**config.mk**
```make
export PLATFORM = sky130hd
export DESIGN_NAME = rsr_sched
export DESIGN_NICKNAME = d
export VERILOG_FILES = /design/src/rtl/rsr_pkg.sv /design/src/rtl/rsr_issue_ctl.sv /design/src/rtl/rsr_squash.sv /design/src/rtl/rsr_stage_chain.sv /design/src/rtl/rsr_sched.sv
export SDC_FILE = /design/constraint.sdc
export NUM_CORES = 1
export LEC_CHECK = 0
export BUFFER_PORTS_ARGS = -buffer_cell sky130_fd_sc_hd__buf_2
export CAP_MARGIN = 20
export CORE_MARGIN = 1
export CORE_UTILIZATION = 65
export DETAILED_ROUTE_END_ITERATION = 10
export PLACE_DENSITY = 0.86
export SYNTH_ARGS = -nofsm -noshare
export SYNTH_HDL_FRONTEND = slang
export SYNTH_SLANG_ARGS = --single-unit
```
**constraint.sdc**
```tcl
create_clock -name clk -period 7.28 [get_ports clk]
set_input_delay 0.728 -clock clk [delete_from_list [all_inputs] [get_ports clk]]
set_output_delay 0.728 -clock clk [all_outputs]
set_load 0.005 [all_outputs]
```
**src/rtl/rsr_pkg.sv**
```systemverilog
package rsr_pkg;

    localparam int UNIT_W = 3;
    localparam int TAG_W  = 5;

    typedef logic [UNIT_W-1:0] unit_t;
    typedef logic [TAG_W-1:0]  tag_t;

    // One reservation: an empty slot is all zeros
    typedef struct packed {
        logic  vld;
        unit_t unit;
        tag_t  tag;
    } rsv_t;

    // Distance of a tag from the oldest in-flight tag
    function automatic tag_t rob_age(input tag_t tag, input tag_t head);
        return tag_t'(tag - head);
    endfunction

    function automatic logic is_younger(input tag_t tag, input tag_t point, input tag_t head);
        return rob_age(tag, head) > rob_age(point, head);
    endfunction

endpackage

```
**src/rtl/rsr_issue_ctl.sv**
```systemverilog
module rsr_issue_ctl
    import rsr_pkg::*;
#(
    parameter int N     = 6,
    parameter int LAT_W = $clog2(N + 1)
) (
    input  logic             req_valid,
    input  logic [LAT_W-1:0] req_lat,
    input  logic             hold,
    input  logic [N-1:0]     occ,
    output logic [N-1:0]     slot_sel,
    output logic             grant,
    output logic             bad
);

    logic [N-1:0] lat_hit;
    logic [N-1:0] slot_free;

    for (genvar k = 0; k < N; k++) begin : g_slot
        assign lat_hit[k] = (req_lat == LAT_W'(k + 1));
        if (k == N - 1) begin : g_far
            // nothing shifts into the farthest slot
            assign slot_free[k] = 1'b1;
        end else begin : g_near
            // after the shift, slot k receives what is now in slot k+1
            assign slot_free[k] = !occ[k + 1];
        end
        assign slot_sel[k] = req_valid && !hold && lat_hit[k] && slot_free[k];
    end

    assign grant = |slot_sel;
    assign bad   = req_valid && !(|lat_hit);

endmodule

```
**src/rtl/rsr_squash.sv**
```systemverilog
module rsr_squash
    import rsr_pkg::*;
#(
    parameter int N = 6
) (
    input  rsv_t [N-1:0] st,
    input  logic         flush_valid,
    input  logic         flush_all,
    input  tag_t         flush_tag,
    input  tag_t         rob_head,
    output logic [N-1:0] kill
);

    for (genvar k = 0; k < N; k++) begin : g_kill
        assign kill[k] = flush_valid &&
                         (flush_all || is_younger(st[k].tag, flush_tag, rob_head));
    end

endmodule

```
**src/rtl/rsr_stage_chain.sv**
```systemverilog
module rsr_stage_chain
    import rsr_pkg::*;
#(
    parameter int N = 6
) (
    input  logic         clk,
    input  logic         rst,
    input  logic [N-1:0] slot_sel,
    input  rsv_t         new_ent,
    input  logic [N-1:0] kill,
    output rsv_t [N-1:0] st_q,
    output rsv_t         bus_q
);

    rsv_t [N-1:0] st_d;
    rsv_t         bus_d;

    for (genvar k = 0; k < N; k++) begin : g_next
        rsv_t shifted;
        if (k == N - 1) begin : g_far
            assign shifted = '0;
        end else begin : g_near
            assign shifted = kill[k + 1] ? '0 : st_q[k + 1];
        end
        assign st_d[k] = slot_sel[k] ? new_ent : shifted;
    end

    // slot 1 leaves the chain and owns the bus for one cycle
    assign bus_d = kill[0] ? '0 : st_q[0];

    always_ff @(posedge clk) begin
        if (rst) begin
            st_q  <= '0;
            bus_q <= '0;
        end else begin
            st_q  <= st_d;
            bus_q <= bus_d;
        end
    end

endmodule

```
**src/rtl/rsr_sched.sv**
```systemverilog
module rsr_sched
    import rsr_pkg::*;
#(
    parameter int NSTAGE = 6,
    parameter int LAT_W  = $clog2(NSTAGE + 1)
) (
    input  logic             clk,
    input  logic             rst,
    input  logic             iss_valid,
    input  logic [LAT_W-1:0] iss_lat,
    input  logic [2:0]       iss_unit,
    input  logic [4:0]       iss_tag,
    output logic             iss_ready,
    output logic             iss_err,
    input  logic             flush_valid,
    input  logic             flush_all,
    input  logic [4:0]       flush_tag,
    input  logic [4:0]       rob_head,
    output logic             bus_grant,
    output logic [2:0]       bus_unit,
    output logic [4:0]       bus_tag
);

    rsv_t [NSTAGE-1:0] st_q;
    rsv_t              bus_q;
    rsv_t              new_ent;
    logic [NSTAGE-1:0] occ_vec;
    logic [NSTAGE-1:0] slot_sel;
    logic [NSTAGE-1:0] kill;

    for (genvar k = 0; k < NSTAGE; k++) begin : g_occ
        assign occ_vec[k] = st_q[k].vld;
    end

    assign new_ent = '{vld: 1'b1, unit: unit_t'(iss_unit), tag: tag_t'(iss_tag)};

    rsr_issue_ctl #(.N(NSTAGE), .LAT_W(LAT_W)) u_issue (
        .req_valid (iss_valid),
        .req_lat   (iss_lat),
        .hold      (flush_valid),
        .occ       (occ_vec),
        .slot_sel  (slot_sel),
        .grant     (iss_ready),
        .bad       (iss_err)
    );

    rsr_squash #(.N(NSTAGE)) u_squash (
        .st          (st_q),
        .flush_valid (flush_valid),
        .flush_all   (flush_all),
        .flush_tag   (tag_t'(flush_tag)),
        .rob_head    (tag_t'(rob_head)),
        .kill        (kill)
    );

    rsr_stage_chain #(.N(NSTAGE)) u_chain (
        .clk      (clk),
        .rst      (rst),
        .slot_sel (slot_sel),
        .new_ent  (new_ent),
        .kill     (kill),
        .st_q     (st_q),
        .bus_q    (bus_q)
    );

    assign bus_grant = bus_q.vld;
    assign bus_unit  = 3'(bus_q.unit);
    assign bus_tag   = 5'(bus_q.tag);

endmodule

```
==> results of run 1 <==
-- how the worst min path moves through the flow --
stage,from,to,slack (ps),cells after the start
after floorplan,u_chain.st_q[5]$_SDFF_PP0_,u_chain.bus_q[5]$_SDFF_PP0_,410,1
after global placement,u_chain.st_q[5]$_SDFF_PP0_,u_chain.bus_q[5]$_SDFF_PP0_,410,1
after detailed placement,u_chain.st_q[7]$_SDFF_PP0_,u_chain.bus_q[7]$_SDFF_PP0_,420,1
after CTS,u_chain.st_q[6]$_SDFF_PP0_,u_chain.bus_q[6]$_SDFF_PP0_,430,1
after global routing,u_chain.st_q[7]$_SDFF_PP0_,u_chain.bus_q[7]$_SDFF_PP0_,450,1
final,u_chain.st_q[6]$_SDFF_PP0_,u_chain.bus_q[6]$_SDFF_PP0_,430,1
-- layout make-up --
type | instances | area [um^2] | area share (%)
inverters | 27 | 101.3 | 2.219
well taps | 75 | 93.84 | 2.055
multi-input cells | 360 | 2709 | 59.32
repair buffers | 36 | 180.2 | 3.945
clock inverters | 7 | 97.59 | 2.137
clock buffers | 9 | 123.9 | 2.712
flip-flops and latches | 63 | 1261 | 27.62
-- metal layers --
layer	track usage, %	share of wire (%)	vias to the layer above
met5	0	0	-
li1	-	-	1772
met2	55.87	51	168
met3	5.889	7.6	31
met1	36.59	39	1725
met4	13.16	2.8	0
-- logic make-up (layout without fill, tap and decap cells) --
group	count (synthesis)	count (layout)	synth area share (%)
flip-flops	63	63	30.52
buffers and inverters	41	79	3.936
AO/OA/AOI/OAI	133	133	22.13
XOR/XNOR	27	27	5.904
AND/OR/NAND/NOR	148	148	20.71
adder cells (fa/ha/maj)	50	50	16.32
multiplexers	2	2	0.4844
-- synth_stat cells (2+ instances only) --
cell type / count
a211oi_1: 9
a211oi_2: 2
a21boi_0: 2
a21o_1: 10
a21oi_1: 48
a22o_1: 8
a311o_1: 2
a31oi_1: 4
a32o_1: 8
and2_1: 16
and3_1: 7
clkbuf_1: 12
dfxtp_1: 63
fa_1: 7
ha_1: 40
inv_1: 27
maj3_2: 3
mux2i_1: 2
nand2_1: 30
nand2_2: 2
nand2b_1: 7
nand3_1: 8
nand3b_1: 4
nand4_1: 16
nor2_1: 21
nor2b_1: 2
nor3_1: 10
nor3b_1: 16
o21ai_0: 11
o21ai_1: 11
o22ai_1: 2
xnor2_1: 12
xor2_1: 14
-- sequential cells by signal, indices dropped and copies added, names as in the netlist --
name	count
u_chain.bus_q	9
u_chain.st_q	54
-- worst reg2reg max path, delay by kind of cell, from the launching register on --
family	cells	cell delay [ps]
AND/OR/NAND/NOR	4	850
AO/OA/AOI/OAI	2	600
adder cells (fa/ha/maj)	3	860
XOR/XNOR	1	190
buffers and inverters	2	190
flip-flops	1	370
-- power groups by stage --
stage | combinational (mW) | clock [mW] | sequential, mW
finish | 0.221 | 0.331 | 0.350
global route | 0.244 | 0.351 | 0.350
CTS | 0.218 | 0.336 | 0.350
detailed placement | 0.216 | 0 | 0.358
global placement | 0.205 | 0 | 0.358
floorplan | 0.167 | 0 | 0.357
-- layout by cell type (no fill, tap or decap), drive strengths merged, types with 3 or more instances in the layout --
| cell | n |
|---|---|
| nand4 | 16 |
| a211oi | 11 |
| and2 | 16 |
| nand3 | 9 |
| inv | 27 |
| a32o | 8 |
| o21ai | 23 |
| and3 | 8 |
| nand3b | 4 |
| nand2b | 7 |
| a21boi | 3 |
| a21o | 10 |
| o211ai | 3 |
| xnor2 | 13 |
| clkbuf | 9 |
| fa | 7 |
| nor3b | 16 |
| xor2 | 14 |
| nand2 | 32 |
| nor2 | 22 |
| nor3 | 12 |
| buf | 36 |
| a31oi | 4 |
| a22o | 8 |
| dfxtp | 63 |
| a21oi | 48 |
| ha | 40 |
| clkinv | 3 |
| maj3 | 3 |
==> flow_summary_export.csv, run 1 <==
group,metric,value,unit
run_status,status,"finished clean",
grt,antenna_found_initial,0,
cells_and_area,instances_no_fill,577,
placement,hpwlAfterDp,7536,um
cells_and_area,n_antenna_cell,0,
drt,ant_nets,0,
drt,wirelength,9940,um
sta,worstMarginPinSlew,877.6,ps
setup_path,worstReg2RegStart,"u_chain.st_q[0]$_SDFF_PP0_",
setup_path,endpoint_kind,"register",
setup_path,timing.rr.end,"u_chain.bus_q[4]$_SDFF_PP0_",
setup_path,crit_fanout,8,
floorplanning,die-area,6681,um^2
placement,placed_area,4345,um^2
setup_path,path_class,"in2reg",
yosys,yosys.area.top_type,"dfxtp_1",
clock_network,cts_tree,"done",
placement,gp_congestion,0.8641,
floorplanning,initial_utilization,68.58,%
cells_and_area,fill_cells,457,
floorplanning,die_h,81.74,um
clock_network,numCtsBuffers,9,
setup_path,path_cells,"buf_2 -> inv_1 -> ha_1 -> inv_1 -> fa_1 -> xnor2_1 -> ha_1 -> and3_4 -> nor3_4 -> a211oi_1 -> o41ai_2 -> nand3_2 -> and2_1",
setup_path,crit_required,7510,ps
flow_run,maxCapViolations,0,
power,pwr-share-comb,24.5,%
setup_path,crit_path_start_kind,"primary input",
grt,grt_max_degree,27,
power,p_seq_share,38.8,%
clock_network,clk_pin_slew,70,ps
grt,grt_pass1_wl,15690,um
sta,setup_viol,0,
drt,drt_first_iter_violations,316,
drt,wl_per_cell,17.23,um
setup_path,critical_path.top_delay_family,"adder cells",
setup_path,cpMaxStageDelayCell,"xnor2_1",
yosys,async_flop_share,0,%
cells_and_area,nets,570,
placement,place_ws,3170,ps
cells_and_area,utilization,75.79,%
setup_path,critical_path_depth,13,
clock_network,htree_levels,3,
clock_network,cts_buffer_depth,2,
setup_path,crit_start,"flush_tag[0]",
yosys,synthFlopType,"dfxtp_1",
power,leakage,1.960,nW
clock_network,postCtsSetupBuffers,0,
drt,drc,0,
setup_path,rr_worst_depth,12,
setup_path,regToRegSetupSlack,4110,ps
sta,slew-limit-headroom,41.05,%
yosys,synth_area_per_cell,8.907,um^2
hold_path,hp-class,"reg2reg",
placement,dp.cells,561,
grt,overflow,0,
yosys,synth_warnings,0,
clock_network,cts_sinks,63,
cells_and_area,layout-drive-gt1-share,14.74,%
sta,fin_setup_tns,0,ps
grt,grt.total_usage,31.41,%
yosys,synthTopCellsByArea,"dfxtp_1, ha_1, a21oi_1, fa_1, xor2_1",
placement,io_buffers,36,
sta,fin_crit,3793,ps
power,swShare,30.74,%
floorplanning,core,6026,um^2
sta,whs,427.5,ps
yosys,ys_ff_latch,63,
cells_and_area,stdcell_area,4567,um^2
clock_network,cts_hold_buf,0,
power,intPower,0.6254,mW
drt,avgViaCountPerCell,6.406,
sta,rsz0062_at_grt,"false",
yosys,synth_cell_types,61,
sta,finalHoldViolCount,0,
clock_network,clk_latency,340,ps
setup_path,critPathMaxStageDelay,540,ps
sta,skew,4.292,ps
floorplanning,std_cell_rows,28,
sta,slew_viol_final,0,
setup_path,cp.arrival,4020,ps
yosys,synth_nets,537,
drt,first_pass_iters,7,
power,max-vdd-ir-drop,0.0002303,V
floorplanning,die_x,81.74,um
drt,route.vias.total,3696,
yosys,synth_area,4133,um^2
grt,grt_pass1_vias,3391,
floorplanning,num_io_pins,37,
yosys,syn_inst,464,
power,power,0.9030,mW
sta,fin_crit_sh,52.10,%
yosys,synth_edf_count,0,
sta,max_freq,0.2636,GHz
clock_network,post_cts_resize_count,0,
power,power.share.clock,36.7,%
clock_network,root_buffer,"clkbuf_8",
yosys,synth_top_area_share,30.52,%
yosys,synth_seq_area_share,30.52,%
power,power.density,197.7,nW/um^2
power,power.switching,0.2776,mW
setup_path,cp.buffers_inverters,3,
setup_path,cp-endpoint,"u_chain.bus_q[4]$_SDFF_PP0_",
cells_and_area,syn_to_final_growth,10.51,%
sta,worst_slack,3487,ps
Power figures use the tool's default switching activity.
==> run 2: changes to the inputs <==
CORE_UTILIZATION = 60   (was 65)
PLACE_DENSITY = 0.8   (was 0.86)
clock period = 3.8 ns   (was 7.28 ns; I/O delays follow)
==> flow_summary_export.csv, run 2 (synthesis gave the netlist of run 1 again) <==
group,metric,value,unit
sta,skew,4.762,ps
drt,route.vias.total,3603,
drt,drt_first_iter_violations,251,
drt,wirelength,9542,um
cells_and_area,n_antenna_cell,0,
hold_path,holdPathStages,3,
clock_network,root_buffer,"clkbuf_8",
clock_network,cts_hold_buf,0,
grt,grt_pass1_vias,3491,
floorplanning,num_io_pins,37,
cells_and_area,regMostFlops,"u_chain.st_q",
cells_and_area,largest_reg_flops,54,
placement,place_ws,48.10,ps
drt,wl_per_cell,16.34,um
setup_path,cp.arrival,3600,ps
sta,max_freq,0.2982,GHz
grt,overflow,0,
clock_network,cts_tree,"done",
cells_and_area,nets,575,
power,power.density,376.2,nW/um^2
sta,rsz0062_at_grt,"false",
cells_and_area,layout-drive-gt1-share,15.58,%
drt,drc,0,
placement,hpwlAfterDp,7511,um
drt,first_pass_iters,7,
sta,fin_setup_tns,0,ps
setup_path,critical_path_depth,12,
setup_path,path_class,"in2reg",
power,max-vdd-ir-drop,0.0003348,V
setup_path,crit_top_cell,"ha_1",
flow_run,maxCapViolations,0,
setup_path,critical_path.top_delay_family,"adder cells",
clock_network,post_cts_resize_count,0,
drt,ant_nets,0,
cells_and_area,largest_registers,"u_chain.st_q: 54 flops, u_chain.bus_q: 9 flops",
sta,worstMarginPinSlew,879.7,ps
clock_network,postCtsSetupBuffers,0,
setup_path,cp.buffers_inverters,2,
run_status,status,"finished clean",
drt,avgViaCountPerCell,6.170,
sta,finalHoldViolCount,0,
sta,fin_crit_sh,88.24,%
sta,slew_viol_final,0,
clock_network,cts_buffer_depth,2,
floorplanning,std_cell_rows,29,
floorplanning,die-area,7224,um^2
cells_and_area,layout_commonest_cell,"dfxtp_1",
cells_and_area,multiInputGateArea,2709,um^2
placement,io_buffers,36,
sta,fin_crit,3353,ps
setup_path,crit_required,4040,ps
setup_path,cpMaxStageDelayCell,"xnor2_1",
power,leakage,1.993,nW
cells_and_area,stdcell_area,4606,um^2
setup_path,endpoint_kind,"register",
hold_path,hp-class,"in2reg",
placement,gp_congestion,0.8790,
clock_network,numCtsBuffers,9,
clock_network,cts_sinks,63,
cells_and_area,fill_cells,508,
grt,grt_pass1_wl,15940,um
setup_path,rr_worst_depth,12,
floorplanning,die_h,85.00,um
setup_path,crit_path_start_kind,"primary input",
clock_network,htree_levels,3,
floorplanning,core,6495,um^2
setup_path,crit_fanout,8,
clock_network,clk_pin_slew,70,ps
floorplanning,initial_utilization,63.63,%
cells_and_area,syn_to_final_growth,11.44,%
grt,grt.total_usage,28.39,%
sta,worst_slack,446.8,ps
setup_path,regToRegSetupSlack,730,ps
sta,setup_viol,0,
placement,placed_area,4385,um^2
setup_path,path_cells,"buf_2 -> ha_1 -> inv_1 -> fa_1 -> xnor2_1 -> ha_1 -> and3_4 -> nor3_4 -> a211oi_1 -> o41ai_2 -> nand3_2 -> and2_1",
cells_and_area,final-seq-area,1261,um^2
grt,grt_max_degree,27,
sta,slew-limit-headroom,40.91,%
clock_network,clk_latency,350,ps
floorplanning,die_x,85.00,um
cells_and_area,layout_common_cells,"dfxtp_1, a21oi_1, ha_1",
grt,antenna_found_initial,0,
setup_path,critPathMaxStageDelay,530,ps
==> run 2: changes by cell type in the layout (fill, tap and decap cells not counted) <==
cell,previous run,this run
clkinv_2,1,2
clkinvlp_4,2,0
inv_6,0,1
buf_4,0,5
==> run 2: worst min-delay path: stages <==
cell and delay [ps]:
buf_2 140, nand2_1 60, nand2_1 40
==> run 2: layout make-up <==
cell class,count,area share [%]
Sequential cell,63,27.38
Clock inverter,7,2.092
Clock buffer,9,2.689
Multi-Input combinational cell,360,58.82
Timing Repair Buffer,41,4.727
Inverter,27,2.200
Tap cell,77,2.092
==> run 2: per-stage QoR <==
step / total power, mW / util [%] / hold slack [ps] / std cells
detailed placement: 1.105 / 67.52 / 412.9 / 568
global route: 1.824 / 70.91 / 319.2 / 584
global placement: 1.086 / 67.52 / 406.8 / 568
finish: 1.733 / 70.91 / 323.8 / 584
CTS: 1.743 / 70.91 / 307.7 / 584
floorplan: 1.004 / - / 405.7 / 464
==> run 2: where the power goes <==
group          internal, mW  leakage, nW  total, mW  switching, mW
registers             0.667        0.508      0.671        0.00451
logic                 0.165         1.37      0.424          0.259
clock network         0.371        0.114      0.637          0.266
total                  1.20         1.99       1.73          0.530
==> run 2: final timing paths <==
kind | endpoint | from
worst max register to register | u_chain.bus_q[3]$_SDFF_PP0_ | u_chain.st_q[0]$_SDFF_PP0_
worst min register to register | u_chain.bus_q[8]$_SDFF_PP0_ | u_chain.st_q[8]$_SDFF_PP0_
worst min-delay path | u_chain.st_q[33]$_SDFF_PP0_ | iss_unit[1]
worst max-delay path | u_chain.bus_q[3]$_SDFF_PP0_ | rob_head[0]
==> run 2: per-layer routing <==
metal	global-route usage, %	up-vias	share of wire (%)
met4	9.091	0	2.2
met2	49.12	155	49
met3	7.782	20	6.4
met1	34.21	1652	42
met5	0	-	0
li1	-	1776	-
==> run 3: changes to the inputs <==
BUFFER_PORTS_ARGS = unset   (was -buffer_cell sky130_fd_sc_hd__buf_2)
CORE_UTILIZATION = 64   (was 60)
DONT_BUFFER_PORTS = 1   (was unset)
==> flow_summary_export.csv, run 3 (synthesis gave the netlist of run 1 again) <==
group,metric,value,unit
run_status,status,"finished clean",
cells_and_area,largest_reg_flops,54,
cells_and_area,syn_to_final_growth,6.751,%
setup_path,regToRegSetupSlack,710,ps
cells_and_area,largest_registers,"u_chain.st_q: 54 flops, u_chain.bus_q: 9 flops",
cells_and_area,instances_no_fill,543,
drt,route.vias.total,3546,
power,max-vdd-ir-drop,0.0003072,V
sta,finalHoldViolCount,0,
grt,overflow,0,
cells_and_area,layout_commonest_cell,"dfxtp_1",
setup_path,timing.rr.end,"u_chain.bus_q[6]$_SDFF_PP0_",
grt,grt.total_usage,30.80,%
clock_network,cts_sinks,63,
grt,antenna_found_initial,0,
grt,grt_max_degree,27,
sta,fin_setup_tns,0,ps
drt,avgViaCountPerCell,6.530,
floorplanning,die_x,82.36,um
drt,ant_nets,0,
sta,skew,6.749,ps
sta,fin_crit_sh,86.57,%
setup_path,path_class,"in2reg",
cells_and_area,nets,536,
cells_and_area,n_antenna_cell,0,
setup_path,cp-endpoint,"u_chain.bus_q[6]$_SDFF_PP0_",
clock_network,numCtsBuffers,9,
clock_network,post_cts_resize_count,0,
sta,worstMarginPinSlew,864.7,ps
sta,max_freq,0.3040,GHz
clock_network,htree_levels,3,
cells_and_area,utilization,72.79,%
clock_network,postCtsSetupBuffers,0,
sta,slew_viol_final,0,
floorplanning,initial_utilization,68.19,%
setup_path,rr_worst_depth,12,
sta,slew-limit-headroom,41.92,%
setup_path,crit_start,"flush_tag[0]",
clock_network,cts_tree,"done",
setup_path,crit_path_start_kind,"primary input",
drt,wl_per_cell,17.88,um
floorplanning,std_cell_rows,28,
setup_path,cp.arrival,3530,ps
placement,dp.cells,527,
cells_and_area,regMostFlops,"u_chain.st_q",
floorplanning,die_h,82.36,um
power,power.density,388.3,nW/um^2
drt,drc,0,
flow_run,maxCapViolations,0,
sta,fin_crit,3289,ps
power,leakage,1.817,nW
cells_and_area,layout-drive-gt1-share,8.547,%
hold_path,holdPathStages,1,
drt,drt_first_iter_violations,221,
drt,wirelength,9707,um
drt,first_pass_iters,5,
clock_network,clk_latency,340,ps
clock_network,cts_buffer_depth,2,
placement,io_buffers,0,
grt,grt_pass1_vias,3386,
floorplanning,core,6061,um^2
grt,grt_pass1_wl,15260,um
sta,rsz0062_at_grt,"false",
hold_path,hp-class,"in2reg",
setup_path,crit_required,4040,ps
floorplanning,num_io_pins,37,
placement,gp_congestion,0.8931,
setup_path,endpoint_kind,"register",
clock_network,clk_pin_slew,70,ps
floorplanning,die-area,6782,um^2
clock_network,root_buffer,"clkbuf_8",
setup_path,crit_fanout,8,
cells_and_area,layout_common_cells,"dfxtp_1, a21oi_1, ha_1",
placement,hpwlAfterDp,7669,um
setup_path,worstReg2RegStart,"u_chain.st_q[0]$_SDFF_PP0_",
sta,setup_viol,0,
clock_network,cts_hold_buf,0,
## run 3: cell types whose count changed in the layout (fill, tap and decap cells not counted)
| cell | previous run | this run |
|---|---|---|
| clkinv_4 | 2 | 0 |
| buf_4 | 5 | 2 |
| clkbuf_8 | 9 | 11 |
| clkinv_2 | 2 | 1 |
| inv_6 | 1 | 0 |
| buf_2 | 36 | 0 |
| clkinvlp_4 | 0 | 2 |
## run 3: per-layer routing
layer	routed length, um	GRT usage, %
met1	3965	33.74
met2	4798	54.55
met3	614	8.681
met4	328	14.56
met5	0	0
## run 3: stage by stage
step                      instance area [um^2]  power [mW]  worst slack [ps]  hold WS (ps)
after global placement                    4180       1.046             379.2         408.3
after detailed placement                  4180       1.065             221.2         415.9
after CTS                                 4412       1.719             597.4         75.51
after global routing                      4412       1.790             322.5         86.55
after floorplan                           4133       1.004             522.2         405.7
final                                     4412       1.713             510.5         99.85
## run 3: power breakdown
part / internal (mW) / switching, mW
Clock: 0.403 / 0.253
Combinational: 0.154 / 0.231
Sequential: 0.667 / 0.00490
## run 3: cell type report
type / count / area (um^2)
well taps: 75 / 93.84
clock buffers: 11 / 151.4
inverters: 27 / 101.3
clock inverters: 5 / 80.08
repair buffers: 2 / 15.01
fillers: 458 / 1649
flip-flops and latches: 63 / 1261
multi-input cells: 360 / 2709
## run 3: worst min path at each step
| stage | startpoint | endpoint | slack [ps] |
|---|---|---|---|
| 2_1_floorplan | u_chain.st_q[5]$_SDFF_PP0_ | u_chain.bus_q[5]$_SDFF_PP0_ | 410 |
| 3_3_place_gp | u_chain.st_q[5]$_SDFF_PP0_ | u_chain.bus_q[5]$_SDFF_PP0_ | 410 |
| 3_5_place_dp | u_chain.st_q[8]$_SDFF_PP0_ | u_chain.bus_q[8]$_SDFF_PP0_ | 420 |
| 4_1_cts | rst | u_chain.st_q[17]$_SDFF_PP0_ | 80 |
| 5_1_grt | rst | u_chain.st_q[17]$_SDFF_PP0_ | 90 |
| 6_report | rst | u_chain.st_q[17]$_SDFF_PP0_ | 100 |
## run 3: worst max-delay path, cell delays in order
cell and delay [ps]:
inv_1 40, ha_1 210, inv_1 70, fa_1 410, xnor2_1 630, ha_1 370
and3_4 180, nor3_4 250, a211oi_1 130, o41ai_2 450, nand3_2 200, and2_1 200
